$ cat src/rtl/wdg_pkg.sv
// Package: wdg_pkg
// Shared register offsets and command values for the watchdog.
// Assumes byte addressing, with the command value held in write-data bits [15:0].
package wdg_pkg;

    localparam int OFS_CMD    = 'h00;
    localparam int OFS_DIV    = 'h04;
    localparam int OFS_START  = 'h08;
    localparam int OFS_STATUS = 'h0C;
    localparam int OFS_WINDOW = 'h10;

    localparam int CMD_W = 16;

    localparam logic [CMD_W-1:0] CMD_REFRESH = 16'hAAAA;
    localparam logic [CMD_W-1:0] CMD_RUN     = 16'hCCCC;
    localparam logic [CMD_W-1:0] CMD_OPEN    = 16'h5555;
    localparam logic [CMD_W-1:0] CMD_CLOSE   = 16'h0000;

    typedef enum logic [1:0] {
        KC_NONE,
        KC_RUN,
        KC_REFRESH
    } kick_e;

endpackage

$ cat src/rtl/wdg_cmd_ctrl.sv
// Module: wdg_cmd_ctrl
// Decodes command-register writes. It holds the unlock and running flags and
// issues one-cycle start and refresh pulses.
// Assumes at most one bus write per cycle. Unknown values are dropped.
module wdg_cmd_ctrl
    import wdg_pkg::*;
#(
    parameter int ADDR_W = 5,
    parameter int DATA_W = 32
) (
    input  logic              clk,
    input  logic              rst_n,
    input  logic [ADDR_W-1:0] bus_addr,
    input  logic [DATA_W-1:0] bus_wdata,
    input  logic              bus_we,
    output logic              unlocked,
    output logic              running,
    output logic              load_pulse
);

    logic             cmd_wr;
    logic [CMD_W-1:0] cmd_val;
    kick_e            kick;

    assign cmd_wr  = bus_we && (bus_addr == ADDR_W'(OFS_CMD));
    assign cmd_val = bus_wdata[CMD_W-1:0];

    // Classify the command as run, refresh or neither.
    always_comb begin
        kick = KC_NONE;
        if (cmd_wr) begin
            if (cmd_val == CMD_RUN) begin
                kick = KC_RUN;
            end else if (cmd_val == CMD_REFRESH) begin
                kick = KC_REFRESH;
            end
        end
    end

    // Keep the unlock flag; only the open and close values change it.
    always_ff @(posedge clk) begin
        if (!rst_n) begin
            unlocked <= 1'b0;
        end else if (cmd_wr && cmd_val == CMD_OPEN) begin
            unlocked <= 1'b1;
        end else if (cmd_wr && cmd_val == CMD_CLOSE) begin
            unlocked <= 1'b0;
        end
    end

    // Running flag: set by the run command, cleared only by reset.
    always_ff @(posedge clk) begin
        if (!rst_n) begin
            running <= 1'b0;
        end else if (kick == KC_RUN) begin
            running <= 1'b1;
        end
    end

    // Both run and refresh reload the counter in the same cycle.
    assign load_pulse = (kick != KC_NONE);

endmodule

$ cat src/rtl/wdg_cfg_slot.sv
// Module: wdg_cfg_slot
// Holds one configuration field: a bus-side shadow copy, an active copy used
// by the counter, and a pending flag. The pending flag clears after
// SYNC_TICKS tick pulses, at which point the active copy takes the shadow value.
// Assumes that a write during a pending transfer restarts the transfer.
module wdg_cfg_slot #(
    parameter int          W          = 12,
    parameter logic [W-1:0] RST_VAL   = '0,
    parameter int          SYNC_TICKS = 3
) (
    input  logic         clk,
    input  logic         rst_n,
    input  logic         tick_en,
    input  logic         wr_en,
    input  logic [W-1:0] wr_val,
    output logic [W-1:0] shadow,
    output logic [W-1:0] active,
    output logic         pending
);

    localparam int SC_W = (SYNC_TICKS > 1) ? $clog2(SYNC_TICKS) : 1;
    localparam logic [SC_W-1:0] SC_LAST = SC_W'(SYNC_TICKS - 1);

    logic [SC_W-1:0] sync_cnt;

    // Capture accepted bus writes into the shadow copy.
    always_ff @(posedge clk) begin
        if (!rst_n) begin
            shadow <= RST_VAL;
        end else if (wr_en) begin
            shadow <= wr_val;
        end
    end

    // Count tick pulses while a transfer is pending, then commit the value.
    always_ff @(posedge clk) begin
        if (!rst_n) begin
            pending  <= 1'b0;
            sync_cnt <= '0;
            active   <= RST_VAL;
        end else if (wr_en) begin
            pending  <= 1'b1;
            sync_cnt <= '0;
        end else if (pending && tick_en) begin
            if (sync_cnt == SC_LAST) begin
                pending <= 1'b0;
                active  <= shadow;
            end else begin
                sync_cnt <= sync_cnt + 1'b1;
            end
        end
    end

endmodule

$ cat src/rtl/wdg_tick_div.sv
// Module: wdg_tick_div
// Divides the tick pulses by 4*2^code, with the code capped at MAX_CODE.
// It emits one pulse per divided period and runs only while the counter runs.
// Assumes that a restart takes priority over a coincident tick.
module wdg_tick_div #(
    parameter int PRE_W    = 3,
    parameter int MAX_CODE = 6
) (
    input  logic             clk,
    input  logic             rst_n,
    input  logic             tick_en,
    input  logic             running,
    input  logic             restart,
    input  logic [PRE_W-1:0] code,
    output logic             div_tick
);

    localparam int DIV_W = MAX_CODE + 2;

    logic [DIV_W-1:0] phase;
    logic [DIV_W-1:0] last_phase;
    logic [PRE_W-1:0] code_sat;
    logic [DIV_W:0]   span;

    // Turn the code into the last phase value of one divided period.
    always_comb begin
        code_sat   = (int'(code) > MAX_CODE) ? PRE_W'(MAX_CODE) : code;
        span       = (DIV_W+1)'(1) << (int'(code_sat) + 2);
        last_phase = DIV_W'(span - 1'b1);
    end

    assign div_tick = running && tick_en && !restart && (phase >= last_phase);

    // Advance the phase on each tick and wrap it at the end of a period.
    always_ff @(posedge clk) begin
        if (!rst_n) begin
            phase <= '0;
        end else if (restart) begin
            phase <= '0;
        end else if (running && tick_en) begin
            if (phase >= last_phase) begin
                phase <= '0;
            end else begin
                phase <= phase + 1'b1;
            end
        end
    end

endmodule

$ cat src/rtl/wdg_down_cnt.sv
// Module: wdg_down_cnt
// The down counter. A load pulse sets it to the active start value. Each
// divided tick decrements it, and a divided tick at zero raises a one-cycle
// expiry pulse and reloads the counter.
// Assumes the divided tick is never high on two consecutive cycles.
module wdg_down_cnt #(
    parameter int RELOAD_W = 12
) (
    input  logic                clk,
    input  logic                rst_n,
    input  logic                load,
    input  logic                div_tick,
    input  logic [RELOAD_W-1:0] start_val,
    output logic                expire
);

    logic [RELOAD_W-1:0] count;

    // Load, decrement, or wrap with an expiry pulse.
    always_ff @(posedge clk) begin
        if (!rst_n) begin
            count  <= '1;
            expire <= 1'b0;
        end else begin
            expire <= 1'b0;
            if (load) begin
                count <= start_val;
            end else if (div_tick) begin
                if (count == '0) begin
                    count  <= start_val;
                    expire <= 1'b1;
                end else begin
                    count <= count - 1'b1;
                end
            end
        end
    end

endmodule

$ cat src/rtl/wdg_iwdt.sv
// Module: wdg_iwdt (top)
// Key-protected watchdog: command decoder, two configuration slots, a tick
// divider and a down counter, plus the register read mux.
// Assumes tick_en is a single-cycle pulse already synchronous to clk.
module wdg_iwdt
    import wdg_pkg::*;
#(
    parameter int ADDR_W     = 5,
    parameter int DATA_W     = 32,
    parameter int RELOAD_W   = 12,
    parameter int PRE_W      = 3,
    parameter int MAX_CODE   = 6,
    parameter int SYNC_TICKS = 3
) (
    input  logic              clk,
    input  logic              rst_n,
    input  logic              tick_en,
    input  logic [ADDR_W-1:0] bus_addr,
    input  logic [DATA_W-1:0] bus_wdata,
    input  logic              bus_we,
    output logic [DATA_W-1:0] bus_rdata,
    output logic              reset_req
);

    logic                unlocked;
    logic                running;
    logic                load_pulse;
    logic                div_tick;
    logic                div_wr;
    logic                start_wr;
    logic [PRE_W-1:0]    div_shadow;
    logic [PRE_W-1:0]    div_active;
    logic                div_pend;
    logic [RELOAD_W-1:0] start_shadow;
    logic [RELOAD_W-1:0] start_active;
    logic                start_pend;

    assign div_wr   = bus_we && unlocked && (bus_addr == ADDR_W'(OFS_DIV));
    assign start_wr = bus_we && unlocked && (bus_addr == ADDR_W'(OFS_START));

    wdg_cmd_ctrl #(
        .ADDR_W (ADDR_W),
        .DATA_W (DATA_W)
    ) cmd_i (
        .clk        (clk),
        .rst_n      (rst_n),
        .bus_addr   (bus_addr),
        .bus_wdata  (bus_wdata),
        .bus_we     (bus_we),
        .unlocked   (unlocked),
        .running    (running),
        .load_pulse (load_pulse)
    );

    wdg_cfg_slot #(
        .W          (PRE_W),
        .RST_VAL    ('0),
        .SYNC_TICKS (SYNC_TICKS)
    ) div_slot_i (
        .clk     (clk),
        .rst_n   (rst_n),
        .tick_en (tick_en),
        .wr_en   (div_wr),
        .wr_val  (bus_wdata[PRE_W-1:0]),
        .shadow  (div_shadow),
        .active  (div_active),
        .pending (div_pend)
    );

    wdg_cfg_slot #(
        .W          (RELOAD_W),
        .RST_VAL    ('1),
        .SYNC_TICKS (SYNC_TICKS)
    ) start_slot_i (
        .clk     (clk),
        .rst_n   (rst_n),
        .tick_en (tick_en),
        .wr_en   (start_wr),
        .wr_val  (bus_wdata[RELOAD_W-1:0]),
        .shadow  (start_shadow),
        .active  (start_active),
        .pending (start_pend)
    );

    wdg_tick_div #(
        .PRE_W    (PRE_W),
        .MAX_CODE (MAX_CODE)
    ) div_i (
        .clk      (clk),
        .rst_n    (rst_n),
        .tick_en  (tick_en),
        .running  (running),
        .restart  (load_pulse),
        .code     (div_active),
        .div_tick (div_tick)
    );

    wdg_down_cnt #(
        .RELOAD_W (RELOAD_W)
    ) cnt_i (
        .clk       (clk),
        .rst_n     (rst_n),
        .load      (load_pulse),
        .div_tick  (div_tick),
        .start_val (start_active),
        .expire    (reset_req)
    );

    // Read mux: shadow copies, status flags and the constant window value.
    always_comb begin
        bus_rdata = '0;
        case (int'(bus_addr))
            OFS_DIV:    bus_rdata[PRE_W-1:0]    = div_shadow;
            OFS_START:  bus_rdata[RELOAD_W-1:0] = start_shadow;
            OFS_STATUS: bus_rdata[1:0]          = {start_pend, div_pend};
            OFS_WINDOW: bus_rdata[RELOAD_W-1:0] = '1;
            default:    bus_rdata = '0;
        endcase
    end

endmodule

$ cat config.mk
export PLATFORM = sky130hd
export DESIGN_NAME = wdg_iwdt
export DESIGN_NICKNAME = d
export VERILOG_FILES = /design/src/rtl/wdg_pkg.sv /design/src/rtl/wdg_cmd_ctrl.sv /design/src/rtl/wdg_cfg_slot.sv /design/src/rtl/wdg_tick_div.sv /design/src/rtl/wdg_down_cnt.sv /design/src/rtl/wdg_iwdt.sv
export SDC_FILE = /design/constraint.sdc
export NUM_CORES = 1
export LEC_CHECK = 0
export BUFFER_PORTS_ARGS = -buffer_cell sky130_fd_sc_hd__buf_2
export CAP_MARGIN = 20
export CORE_ASPECT_RATIO = 0.7
export CORE_MARGIN = 2
export CORE_UTILIZATION = 45
export CTS_BUF_LIST = sky130_fd_sc_hd__clkbuf_8 sky130_fd_sc_hd__clkbuf_16
export DETAILED_ROUTE_END_ITERATION = 10
export PLACE_DENSITY = 0.71
export SYNTH_ARGS = -nofsm -noshare
export SYNTH_HDL_FRONTEND = slang
export SYNTH_SLANG_ARGS = --single-unit
$ cat constraint.sdc
create_clock -name clk -period 2.5 [get_ports clk]
set_input_delay 0 -clock clk [delete_from_list [all_inputs] [get_ports clk]]
set_output_delay 0 -clock clk [all_outputs]
set_load 0.01 [all_outputs]
* Word-level counts from Yosys, hierarchy flattened
Index checks and enable logic that the tools add are counted.
Storage, ports and cells: register bits 59, input bits 41, output and inout bits 33
Cells by class: add/sub/neg operators 6, $lt $le $gt $ge 2, equality and inequality tests 10, shift-type cells 1, muxes and demuxes 20, bitwise gates (word level) 6, reductions and logical operators 32
Operator list (number):
- 12-bit 2-to-1 mux | 3
- 16-bit == test (second input constant) | 2
- 1-bit by 32-bit << shifter with 8-bit output (first input constant) | 1
- 9-bit case mux with 2 select lines | 1
- 16-bit by 15-bit == test with 1-bit output (second input constant) | 1
- 16-bit zero test | 1
- 2-bit nonzero test | 7
- 12-bit zero test | 1
- 12-bit by 1-bit subtractor with 12-bit output (second input constant) | 1
- 1-bit logical AND | 11
- 5-bit by 4-bit == test with 1-bit output (second input constant) | 2
- 1-bit 2-to-1 mux | 9
- 8-bit by 1-bit adder with 8-bit output (second input constant) | 1
- 8-bit >= comparator | 1
- 8-bit 2-to-1 mux | 1
- 2-bit case mux with 4 select lines | 1
- 2-bit AND reduction | 4
- 8-bit by 1-bit subtractor with 8-bit output (second input constant) | 1
- 2-bit 2-to-1 mux | 3
- 1-bit NOT | 6
- 3-bit AND reduction | 2
- 2-bit OR reduction | 3
- 5-bit by 3-bit == test with 1-bit output (second input constant) | 1
- 5-bit == test (second input constant) | 1
- other kinds (10) | 12

* Logic depth before layout (Yosys ltp)
word-level depth 10, mapped depth 12, gate-level depth less buffers 12

* Cells and area by module
A second synthesis with hierarchy kept.
Unflattened totals: cells, all modules 413, area total of the unflattened synthesis 3712.3 µm²
Modules (own cells, without submodules):
- wdg_cfg_slot (start_slot_i) | times used 1, cells an instance 107, area each 1134.8 µm², sequential area each 540.5 µm²
- wdg_down_cnt | times used 1, cells an instance 120, area each 949.7 µm², sequential area each 260.2 µm²
- wdg_tick_div | times used 1, cells an instance 72, area each 623.1 µm², sequential area each 160.2 µm²
- wdg_cfg_slot (div_slot_i) | times used 1, cells an instance 39, area each 402.9 µm², sequential area each 180.2 µm²
- wdg_iwdt | times used 1, cells an instance 52, area each 402.9 µm², sequential area each 0.0 µm²
- wdg_cmd_ctrl | times used 1, cells an instance 23, area each 198.9 µm², sequential area each 40.0 µm²

* Worst setup path before layout
Ideal clock, no wire load.
path kind flip-flop to flip-flop, start point reg div_slot_i.active[1], end point reg cnt_i.count[2], setup time 0.140 ns, data arrival time 2.291 ns, path slack 0.068 ns, stages on the path, launching flop included 12, path through dfxtp_1 > inv_1 > ha_1 > nor3b_1 > xnor2_1 > nor2_1 > ha_1 > nand2_1 > o21ai_0 > o21ai_1 > a21oi_2 > a22oi_1
On the way: cells in the longest elaborated chain, start to end 8
Ends and longest elaborated chain:
- start, declared | RTL line wdg_cfg_slot.sv:17 | output logic [W-1:0] active,
- start signal, assigned | RTL line wdg_cfg_slot.sv:47 | active <= shadow;
- 3-bit > comparator | RTL line wdg_tick_div.sv:27 | code_sat = (int'(code) > MAX_CODE) ? PRE_W'(MAX_CODE) : code;
- 3-bit 2-to-1 mux (*) | RTL line wdg_tick_div.sv:27
- 3-bit by 2-bit adder with 4-bit output (*) | RTL line wdg_tick_div.sv:28 | span = (DIV_W+1)'(1) << (int'(code_sat) + 2);
- 1-bit by 32-bit << shifter with 8-bit output (*) | RTL line wdg_tick_div.sv:28
- 8-bit by 1-bit subtractor with 8-bit output (*) | RTL line wdg_tick_div.sv:29 | last_phase = DIV_W'(span - 1'b1);
- 8-bit >= comparator (*) | RTL line wdg_tick_div.sv:32 | assign div_tick = running && tick_en && !restart && (phase >= last_phase);
- 1-bit logical AND (*) | RTL line wdg_tick_div.sv:32
- 2-bit nonzero test (no source line) (*)
- end signal, assigned | RTL line wdg_down_cnt.sv:27 | count <= start_val;
- end signal, assigned | RTL line wdg_down_cnt.sv:30 | count <= start_val;
- end signal, assigned | RTL line wdg_down_cnt.sv:33 | count <= count - 1'b1;
- end, declared | RTL line wdg_down_cnt.sv:17 | logic [RELOAD_W-1:0] count;
Every way passes the cells marked *; elsewhere a longest branch is shown, timed or not. A chain may end at the register's enable or synchronous reset.

* Final worst setup path
start point reg div_slot_i.active[1], end point reg cnt_i.count[7]
Same word-level chain as after synthesis.

==> impl_metrics.ini <==
[cells_and_area]
final_core_util = 0.5753
synthToLayoutAreaGrowth_pct = 21.51
drive_above_1_share = 0.1996
n_antenna_cell = 0
multi_input_area_sq_um = 1994
fin_cells = 570
seq_area_sq_um = 1184
n_fill_cell = 655
final_nets = 529

[floorplan]
coreArea_sq_um = 6882
die-area_sq_um = 7948
fp.dieH_um = 75.19
boundaryPins = 74
core.rowCount = 25
initial_core_util = 0.4735
die_x_um = 105.7

[place]
gp_congestion = 0.9204
pre_cts_slack_ns = -0.1567
dp_cells = 541
post-dp-hpwl_mm = 5.645
io_buffers = 37

[sta]
max_slew.worst_pin.slew_ns = 0.9384
period_minus_slack_ns = 2.433
report.final.slew_viol_count = 0
fin_crit_sh = 0.9732
clock.fmax_ghz = 0.4110
finalSetupViolCount = 0
clock_skew_ns = 0.008485
hold_viol = 0
fin_ws_ns = 0.06699
rsz0062_at_grt = yes
hold_slack_ns = 0.01732
max-slew-margin-rel = 0.3686

[clocking]
path_clk_slew_ns = 0.07
clockRootBuffer = clkbuf_8
insertion_delay_ns = 0.34
cts_tree = done
cts_num_sinks = 59
numCtsBuffers = 9
clock_path_buffers = 2
h-tree-depth = 3

[critical_path]
cp-start-kind = register
crit_cells = 12
cpPeakStageDelay_ns = 0.32
worstPathArrival_ns = 2.69
path_cells = buf_4, ha_4, nor4b_4, xor2_1, ha_1, nand4_1, a21oi_2, o21ai_1, buf_4, nor3_4, a211oi_2, a21oi_1
critical_path_class = reg -> reg
cp_num_buf_inv = 2
cp_max_fo = 6
path_common_cell = buf_4
path_delay_family = simple AND/OR/NAND/NOR gates
crit_slowest_cell = dfxtp_2
worst_r2r_endpoint = cnt_i.count[7]
r2r_setup_slack_ns = 0.07
end_kind = register
reg2reg_depth = 12
r2r-start = div_slot_i.active[1]
critPathRequiredTime_ns = 2.76

[power]
leakagePower_nw = 1.778
powerDensity_nw_per_um2 = 480.1
ir_drop_mv = 0.2455

[route]
wl_mm = 7.852
vias = 3030
drc = 0
avgRoutedWirePerCell_um = 13.78
final_antenna_net_count = 0
drt-initial-drc-count = 179
dr.pass1.iters = 5
vias_per_cell = 5.316

[global_routing]
grt_pass1_vias = 2742
gr-usage-met3 = 0.05974
grt_max_degree = 19
antenna_found_initial = 0
grt_pass1_wl_mm = 12.84
grt_overflow_total = 0
grt_use_met1 = 0.2780
grt.busiest_layer = met2
track_usage = 0.2054
use_met2 = 0.3219

[yosys]
netlist_instances = 410
ys_seq_area_frac = 0.3625
ys.warnings.count = 0
synth.avg_cell_area_sq_um = 7.947
ys_types = 49
syn_area_sq_um = 3258
ys_ff_latch = 59

[min_path]
hold_depth = 2
min_to = start_slot_i.active[2]
min_from = rst_n
min_path_type = in -> reg

[flow_run]
maxCapViolations = 0

[status]
status = finished, final reports clean
-- final cells by class --
cell class | count | share of cell area
Tap cell | 94 | 0.02971
Clock inverter | 5 | 0.01391
Multi-Input combinational cell | 327 | 0.5038
Inverter | 9 | 0.008533
Sequential cell | 59 | 0.2990
Clock buffer | 10 | 0.03477
Timing Repair Buffer | 66 | 0.1103
-- power by group --
group | internal, mW | switching (mW) | leakage, nW
clock | 0.478 | 0.368 | 0.0995
combinational | 0.0444 | 0.0710 | 1.20
sequential | 0.940 | 0.0000000561 | 0.478
-- worst reg2reg max path, stage by stage, from the launching register on --
cell and delay, ns:
dfxtp_2 0.32, buf_4 0.16, ha_4 0.17, nor4b_4 0.27, xor2_1 0.11, ha_1 0.28
nand4_1 0.12, a21oi_2 0.17, o21ai_1 0.08, buf_4 0.19, nor3_4 0.23, a211oi_2 0.10
a21oi_1 0.16
-- per-stage QoR --
stage | cell area [sq um] | setup TNS [ns] | total power [mW]
floorplan | 3329 | 0 | 1.037
global placement | 3522 | 0 | 1.058
finish | 3959 | 0 | 1.900
CTS | 3851 | 0 | 1.915
global route | 3959 | -0.2579 | 1.965
detailed placement | 3522 | -0.4100 | 1.059
-- cells by family after synthesis --
| family | share of synthesized area |
|---|---|
| muxes | 0.03456 |
| xor gates and xnor gates | 0.02957 |
| adders and majority gates | 0.06144 |
| other | 0.001151 |
| AOI/OAI and AO/OA | 0.1325 |
| and+or+nand+nor | 0.2995 |
| DFF | 0.3625 |
| buffers and inverters | 0.07872 |
-- layer usage --
layer	share of wire	up-vias
met2	0.42	98
li1	-	1528
met4	0.0094	0
met3	0.066	10
met5	0	-
met1	0.50	1394
-- cells in the mapped netlist (all sizes together) --
master,n,area [sq um]
a211oi,9,67.56
a21boi,1,7.510
a21o,9,67.56
a21oi,19,98.85
a22oi,6,45.04
a31oi,1,6.260
a32oi,1,8.760
and2,2,15.02
and3,5,31.28
and3b,1,8.760
and4,2,17.52
buf,24,185.2
clkbuf,10,37.54
conb,1,3.750
dfxtp,59,1181
ha,16,200.2
inv,9,33.78
mux2,2,22.52
mux2i,9,90.09
nand2,68,255.2
nand2b,3,18.77
nand3,37,185.2
nand3b,2,15.01
nand4,9,56.30
nand4b,1,8.760
nor2,45,168.9
nor2b,1,6.260
nor3,7,35.03
nor3b,3,22.52
nor4,6,58.80
nor4b,2,17.52
o211ai,2,15.01
o21a,2,15.01
o21ai,16,83.83
o221ai,1,8.760
o31ai,1,7.510
or2,1,6.260
or4,6,48.80
xnor2,5,43.79
xor2,6,52.55
-- layout by cell type (no fill, tap or decap), types with 4 or more instances in the layout --
cell	instances
a211oi_1	6
a21o_1	9
a21oi_1	17
a22oi_1	5
and3_1	5
buf_2	37
buf_4	16
clkbuf_8	10
conb_1	20
dfxtp_1	57
dlygate4sd3_1	12
ha_1	14
inv_1	8
mux2i_1	9
nand2_1	68
nand3_1	36
nand4_1	9
nor2_1	45
nor3_1	6
nor4_1	4
o21ai_0	6
o21ai_1	6
o21ai_2	4
or4_1	5
xnor2_1	5
xor2_1	6
-- registers in the layout, summed over array words and instances, names as in the netlist, 2 cells and up --
register	cells
cnt_i.count	12
div_i.phase	8
div_slot_i.active	3
div_slot_i.shadow	3
div_slot_i.sync_cnt	2
start_slot_i.active	12
start_slot_i.shadow	12
start_slot_i.sync_cnt	2
-- timing repair --
item | in CTS | in global routing
resized for setup | 3 | 25
setup endpoints to repair | 18 | 20
buffers inserted | 0 | 2
hold endpoints to repair | 15 | 0
gates cloned | 0 | 0
pin swaps | 0 | 12
hold buffers | 12 | 0
-- worst max-delay path by stage --
stage / startpoint / to / slack [ns]
after detailed placement: div_slot_i.active[2] / cnt_i.count[7] / -0.16
after global placement: div_slot_i.active[1] / cnt_i.count[8] / 0.04
after global routing: div_slot_i.active[1] / cnt_i.count[7] / -0.06
after CTS: div_slot_i.active[1] / div_i.phase[1] / 0.02
final: div_slot_i.active[1] / cnt_i.count[7] / 0.07
after floorplan: div_slot_i.active[1] / cnt_i.count[2] / 0.07
No activity file was read; power rests on OpenSTA's default activity.
